==> config.mk <==
export PLATFORM = sky130hd
export DESIGN_NAME = col_deskew_sm
export DESIGN_NICKNAME = d
export VERILOG_FILES = /design/src/rtl/col_deskew_pkg.sv /design/src/rtl/col_classify.sv /design/src/rtl/col_align_fsm.sv /design/src/rtl/rx_fault_mux.sv /design/src/rtl/col_deskew_sm.sv
export SDC_FILE = /design/constraint.sdc
export NUM_CORES = 1
export LEC_CHECK = 0
export ABC_CLOCK_PERIOD_IN_PS = 2700
export BUFFER_PORTS_ARGS = -buffer_cell sky130_fd_sc_hd__buf_2
export CAP_MARGIN = 10
export CORE_MARGIN = 2
export CORE_UTILIZATION = 30
export DETAILED_ROUTE_END_ITERATION = 12
export PLACE_DENSITY = 0.82
export SYNTH_ARGS = -nofsm -noshare
export SYNTH_HDL_FRONTEND = slang
export SYNTH_SLANG_ARGS = --single-unit
==> constraint.sdc <==
create_clock -name clk -period 2.7 [get_ports clk]
set_input_delay 0.27 -clock clk [delete_from_list [all_inputs] [get_ports clk]]
set_output_delay 0.27 -clock clk [all_outputs]
set_load 0.02 [all_outputs]
==> src/rtl/col_deskew_pkg.sv <==
// Shared types and constants for the column alignment monitor.
// Assumes lane bytes are LANE_W bits wide, with 8 as the intended width.
package col_deskew_pkg;

    // Alignment state; ordering matters: all states at or above ST_ALIGN report aligned.
    typedef enum logic [2:0] {
        ST_UNALIGN = 3'd0,
        ST_DET1    = 3'd1,
        ST_DET2    = 3'd2,
        ST_DET3    = 3'd3,
        ST_ALIGN   = 3'd4,
        ST_FAIL1   = 3'd5,
        ST_FAIL2   = 3'd6,
        ST_FAIL3   = 3'd7
    } col_state_t;

    // Byte placed on lane 0 during the local-fault override (sequence control character).
    localparam logic [7:0] FAULT_SEQ_CHAR = 8'h9C;
    // Byte placed on the last lane during the override (local fault code).
    localparam logic [7:0] FAULT_LAST_BYTE = 8'h01;
    // Byte placed on the lanes in between.
    localparam logic [7:0] FAULT_MID_BYTE = 8'h00;

endpackage

==> src/rtl/col_classify.sv <==
// Column classifier: reduces the per-lane alignment flags of one cycle
// to "complete" (every lane flagged) and "partial" (some, not all).
// Assumes the flags are already time-aligned by upstream deskew buffers.
module col_classify #(
    parameter int NUM_LANES = 4
) (
    input  logic [NUM_LANES-1:0] lane_flag,
    output logic                 complete,
    output logic                 partial
);

    // Purpose: derive the column class from the lane flags.
    always_comb begin
        complete = &lane_flag;
        partial  = (|lane_flag) && !(&lane_flag);
    end

endmodule

==> src/rtl/col_align_fsm.sv <==
// Alignment state machine: acquisition through three detection states,
// then an aligned state guarded by three graded failure states that are
// evaluated only at the expected alignment slot of the gap.
// Assumes complete and partial are mutually exclusive.
module col_align_fsm
    import col_deskew_pkg::*;
(
    input  logic       clk,
    input  logic       rst_n,
    input  logic       complete,
    input  logic       partial,
    input  logic       expect_pos,
    output col_state_t state,
    output logic       aligned,
    output logic       realign
);

    col_state_t nxt;

    // Purpose: compute the next state from the column class and slot marker.
    always_comb begin
        nxt = state;
        unique case (state)
            ST_UNALIGN: if (complete) nxt = ST_DET1;
            ST_DET1: begin
                if (complete)     nxt = ST_DET2;
                else if (partial) nxt = ST_UNALIGN;
            end
            ST_DET2: begin
                if (complete)     nxt = ST_DET3;
                else if (partial) nxt = ST_UNALIGN;
            end
            ST_DET3: begin
                if (complete)     nxt = ST_ALIGN;
                else if (partial) nxt = ST_UNALIGN;
            end
            ST_ALIGN: if (expect_pos && partial) nxt = ST_FAIL1;
            ST_FAIL1: if (expect_pos) nxt = complete ? ST_ALIGN : ST_FAIL2;
            ST_FAIL2: if (expect_pos) nxt = complete ? ST_FAIL1 : ST_FAIL3;
            ST_FAIL3: if (expect_pos) nxt = complete ? ST_FAIL2 : ST_UNALIGN;
            default:  nxt = ST_UNALIGN;
        endcase
    end

    // Purpose: hold the state register with synchronous active-low reset.
    always_ff @(posedge clk) begin
        if (!rst_n) state <= ST_UNALIGN;
        else        state <= nxt;
    end

    // Purpose: decode the status and realignment strobe from the state.
    always_comb begin
        aligned = (state >= ST_ALIGN);
        realign = (state == ST_UNALIGN);
    end


    rise_from_det3_chk: assert property (@(posedge clk) disable iff (!rst_n)
        $rose(aligned) |-> $past(state) == ST_DET3);


    leave_unalign_chk: assert property (@(posedge clk) disable iff (!rst_n)
        ($past(rst_n) && $past(state) == ST_UNALIGN && state != ST_UNALIGN) |-> state == ST_DET1);


    align_to_fail1_chk: assert property (@(posedge clk) disable iff (!rst_n)
        (state == ST_ALIGN && expect_pos && partial) |=> state == ST_FAIL1);


    fail3_drop_chk: assert property (@(posedge clk) disable iff (!rst_n)
        (state == ST_FAIL3 && expect_pos && !complete) |=> state == ST_UNALIGN);


    fail_hold_chk: assert property (@(posedge clk) disable iff (!rst_n)
        (state >= ST_FAIL1 && !expect_pos) |=> $stable(state));


    det_partial_chk: assert property (@(posedge clk) disable iff (!rst_n)
        (state inside {ST_DET1, ST_DET2, ST_DET3} && partial) |=> state == ST_UNALIGN);

endmodule

==> src/rtl/rx_fault_mux.sv <==
// Receive bus override: while fault_en is high, every lane carries its
// byte of the local-fault sequence with its control flag set; otherwise
// the input bus passes through in the same cycle.
// Assumes LANE_W is at least 8.
module rx_fault_mux
    import col_deskew_pkg::*;
#(
    parameter int NUM_LANES = 4,
    parameter int LANE_W    = 8,
    localparam int BUS_W    = NUM_LANES * LANE_W
) (
    input  logic                 fault_en,
    input  logic [BUS_W-1:0]     data_in,
    input  logic [NUM_LANES-1:0] ctrl_in,
    output logic [BUS_W-1:0]     data_out,
    output logic [NUM_LANES-1:0] ctrl_out
);

    for (genvar k = 0; k < NUM_LANES; k++) begin : g_lane
        logic [LANE_W-1:0] fault_byte;
        if (k == 0) begin : g_first
            assign fault_byte = LANE_W'(FAULT_SEQ_CHAR);
        end else if (k == NUM_LANES - 1) begin : g_last
            assign fault_byte = LANE_W'(FAULT_LAST_BYTE);
        end else begin : g_mid
            assign fault_byte = LANE_W'(FAULT_MID_BYTE);
        end

        // Purpose: select fault byte or incoming byte for lane k.
        always_comb begin
            data_out[k*LANE_W +: LANE_W] = fault_en ? fault_byte : data_in[k*LANE_W +: LANE_W];
            ctrl_out[k]                  = fault_en ? 1'b1 : ctrl_in[k];
        end
    end


    always_comb begin
        if (fault_en) fault_ctrl_chk: assert (&ctrl_out);
    end

endmodule

==> src/rtl/col_deskew_sm.sv <==
// Top of the column alignment monitor. Classifies each column of lane
// flags, runs the alignment state machine and overrides the receive bus
// with a local fault while the column is not aligned.
// Assumes inputs are synchronous to clk and already lane-deskewed.
module col_deskew_sm
    import col_deskew_pkg::*;
#(
    parameter int NUM_LANES = 4,
    parameter int LANE_W    = 8,
    localparam int BUS_W    = NUM_LANES * LANE_W
) (
    input  logic                 clk,
    input  logic                 rst_n,
    input  logic [NUM_LANES-1:0] lane_acode,
    input  logic                 expect_pos,
    input  logic [BUS_W-1:0]     rx_data_in,
    input  logic [NUM_LANES-1:0] rx_ctrl_in,
    output logic                 col_aligned,
    output logic                 realign_en,
    output logic [BUS_W-1:0]     rx_data_out,
    output logic [NUM_LANES-1:0] rx_ctrl_out
);

    logic       col_complete;
    logic       col_partial;
    col_state_t align_state;

    col_classify #(.NUM_LANES(NUM_LANES)) u_classify (
        .lane_flag (lane_acode),
        .complete  (col_complete),
        .partial   (col_partial)
    );

    col_align_fsm u_fsm (
        .clk        (clk),
        .rst_n      (rst_n),
        .complete   (col_complete),
        .partial    (col_partial),
        .expect_pos (expect_pos),
        .state      (align_state),
        .aligned    (col_aligned),
        .realign    (realign_en)
    );

    rx_fault_mux #(.NUM_LANES(NUM_LANES), .LANE_W(LANE_W)) u_mux (
        .fault_en (!col_aligned),
        .data_in  (rx_data_in),
        .ctrl_in  (rx_ctrl_in),
        .data_out (rx_data_out),
        .ctrl_out (rx_ctrl_out)
    );


    realign_excl_chk: assert property (@(posedge clk) disable iff (!rst_n)
        realign_en |-> !col_aligned);


    status_state_chk: assert property (@(posedge clk) disable iff (!rst_n)
        col_aligned |-> align_state >= ST_ALIGN);

endmodule

==> impl_metrics.csv <==
group,metric,value,unit
yosys,ys_top_cells_by_count,"27 x and2_1, 10 x nand2b_1, 4 x clkbuf_1, 4 x nor2_1",
clock_network,clk_pin_slew,0.04,ns
placed_design,dpl.hpwl,1550,µm
critical_path,cp-end-kind,"output pin",
sta,worst_slew_pin_slew,0.537,ns
global_route,grt_max_degree,26,
yosys,synth_edf_count,0,
clock_network,cts_root_buf,"clkbuf_4",
clock_network,postCtsSetupBuffers,0,
placed_design,gp_congestion,0.713,
final_layout,largest_register_ffs,3,
global_route,gr-usage-met3,3.60,%
final_layout,fin_cells,171,
global_route,grt_pass1_wl,2480,µm
critical_path,cp-start-kind,"flip-flop",
drt,routed_wl,1850,µm
run,cap_violations,0,
yosys,synth.distinct_cells,23,
final_layout,drive_above_1_share,55.5,%
floorplanning,die_y,45.1,µm
power,peakVddDrop,0.0000960,V
sta,setup_violations,0,
power,comb_power_share,25.1,%
hold_path,min_from,"rst_n",
clock_network,numCtsBuffers,3,
critical_path,critPathArrivalTime,1.53,ns
power,clockPowerShare,47.5,%
power,finalPower,0.167,mW
yosys,synth_area_per_cell,6.58,µm²
sta,timing.fmax,556,MHz
critical_path,required,2.43,ns
final_layout,fill_cells,152,
final_layout,fin_util,60.2,%
sta,finalSetupTns,0,ns
floorplanning,die_w,45.1,µm
yosys,ys_async_sr_fraction,0,%
drt,final_antenna_net_count,0,
clock_network,clock_sinks,3,
final_layout,area_growth,83.2,%
drt,drtPass1Iterations,4,
yosys,synth_seq_cells,3,
placed_design,port_buffers,80,
power,p_sw,0.0390,mW
sta,holdWs,0.282,ns
yosys,synthesis.nets,120,
yosys,synth_top_area_share,33.3,%
yosys,yosys_warnings,0,
drt,vias,768,
global_route,use_met2,28.3,%
drt,drc,0,
power,p_seq_share,27.4,%
drt,viasPerCell,4.49,
sta,final_max_slew_viol_count,0,
status,outcome,"complete, no violations",
global_route,grt_overflow,0,
hold_path,hold_depth,2,
yosys,ys_seq_area_share,11.9,%
floorplanning,die_area,2030,µm²
clock_network,cts_tree,"done",
power,p_int,0.128,mW
clock_network,cts_max_path_buffers,2,
clock_network,post_cts_resized,0,
power,power.density,180,nW/µm²
floorplanning,rows,14,
global_route,grt_pass1_vias,606,
global_route,grt.total_usage,16.1,%
global_route,antenna_found_initial,0,
floorplanning,start_util,32.9,%
drt,wl_per_cell,10.8,µm
clock_network,htree_num_levels,1,
floorplanning,coreArea,1540,µm²
critical_path,ff2ff_setup_slack,1.29,ns
power,swShare,23.4,%
drt,drt_first_iter_violations,14,
floorplanning,ios,81,
sta,hold_viol_final,0,
placed_design,placed_cells_incl_taps,167,
clock_network,insertion_delay,0.23,ns
clock_network,cts_hold_buffers,0,
critical_path,cp_max_fo,25,
yosys,yosysMostFrequentCell,"and2_1",
final_layout,antenna_cells,0,
critical_path,max_stage_delay,0.65,ns
sta,max_slew_margin,64.2,%
sta,fin_skew,0.00377,ns
sta,fin_crit_sh,66.6,%
global_route,top_usage_layer,"met2",
final_layout,regMostFlops,"u_fsm.state",
critical_path,path_cells,"buf_4 -> and2_1 -> buf_2",
hold_path,min_to,"u_fsm.state[2]$_SDFFE_PN0P_",
yosys,synthCells,77,
sta,fin_crit,1.80,ns
yosys,synth_flop_cell,"dfxtp_1",
yosys,syn_area,507,µm²
yosys,synth_top_cell_by_area,"and2_1",
final_layout,area.sequential,60.1,µm²
global_route,grt_util_met1,20.0,%
critical_path,rr_worst_depth,4,
final_layout,nets,199,
final_layout,top_regs,"u_fsm.state (3)",
critical_path,r2r_start,"u_fsm.state[2]$_SDFFE_PN0P_",
critical_path,r2r-end,"u_fsm.state[1]$_SDFFE_PN0P_",
critical_path,crit_slowest_cell,"dfxtp_1",
critical_path,crit_type,"flip-flop to output pin",
yosys,synthTopCellsByArea,"and2_1 33%, nand2b_1 12%, dfxtp_1 12%",
hold_path,min_path_type,"input port to flip-flop",
power,p_leak,0.533,nW
final_layout,multi_input_area,414,µm²
sta,rsz0062_at_grt,"no",
-- stage by stage --
stage | area (µm²) | worst slack, ns
5_1_grt | 928 | 0.767
4_1_cts | 928 | 0.909
6_report | 928 | 0.901
3_5_place_dp | 902 | 1.16
2_1_floorplan | 507 | 1.41
3_3_place_gp | 902 | 1.23
-- layout make-up --
class / instances / share of cell area [%]
flip-flops and latches: 3 / 6.47
well taps: 16 / 2.16
clock buffers: 4 / 2.83
repair buffers: 81 / 43.9
multi-input cells: 67 / 44.6
-- worst max-delay path, delay by kind of cell, from the launching register on --
family                 cells  cell delay [ns]
DFF                        1             0.65
and+or+nand+nor            1             0.16
buffers and inverters      2             0.48
-- power groups by stage --
stage | clock network, mW | registers [mW] | logic, mW
3_5_place_dp | 0 | 0.0464 | 0.0417
3_3_place_gp | 0 | 0.0464 | 0.0409
2_1_floorplan | 0 | 0.0458 | 0.0103
4_1_cts | 0.0821 | 0.0457 | 0.0419
6_report | 0.0792 | 0.0457 | 0.0418
5_1_grt | 0.0863 | 0.0458 | 0.0459
-- layout by cell type (no fill, tap or decap) --
master	synthesis	routed
nor2_1	4	4
nand3_1	3	3
clkbuf_4	0	3
nand2b_1	10	10
nor2b_1	2	2
buf_2	2	80
o21ai_1	1	1
and2_1	27	27
buf_4	1	1
xnor2_1	1	1
a32oi_1	1	1
clkbuf_1	4	1
a21oi_1	1	1
nand4_1	2	2
nor3_1	3	3
dfxtp_1	3	3
nand3b_1	1	1
o21ai_0	2	2
a31oi_1	1	1
nand2_1	3	3
and4_1	1	1
a211o_1	2	2
nor4_2	1	1
and4_4	1	1
-- worst max-delay path by stage --
| stage | start | to | slack [ns] | cells past startpoint |
|---|---|---|---|---|
| 2_1_floorplan | u_fsm.state[2]$_SDFFE_PN0P_ | realign_en | 1.41 | 2 |
| 3_3_place_gp | u_fsm.state[2]$_SDFFE_PN0P_ | rx_data_out[25] | 1.23 | 3 |
| 3_5_place_dp | u_fsm.state[2]$_SDFFE_PN0P_ | rx_data_out[25] | 1.16 | 3 |
| 4_1_cts | u_fsm.state[2]$_SDFFE_PN0P_ | rx_data_out[25] | 0.91 | 3 |
| 5_1_grt | u_fsm.state[2]$_SDFFE_PN0P_ | rx_data_out[20] | 0.77 | 3 |
| 6_report | u_fsm.state[2]$_SDFFE_PN0P_ | rx_data_out[25] | 0.90 | 3 |
-- cell families (layout without fill, tap and decap cells) --
group           after synthesis  count (layout)  share of synthesized area [%]
flops                         3               3                           11.9
buf+inv                       7              85                           6.42
xor+xnor                      1               1                           1.73
simple gates                 58              58                           69.6
compound gates                8               8                           10.4
-- per-layer routing --
layer	share of wire, %	wire length [µm]
met5	0	0
met4	0.22	4
met3	6.7	124
met2	53	989
met1	40	734
Note: power is estimated with default switching activity, not from simulation.
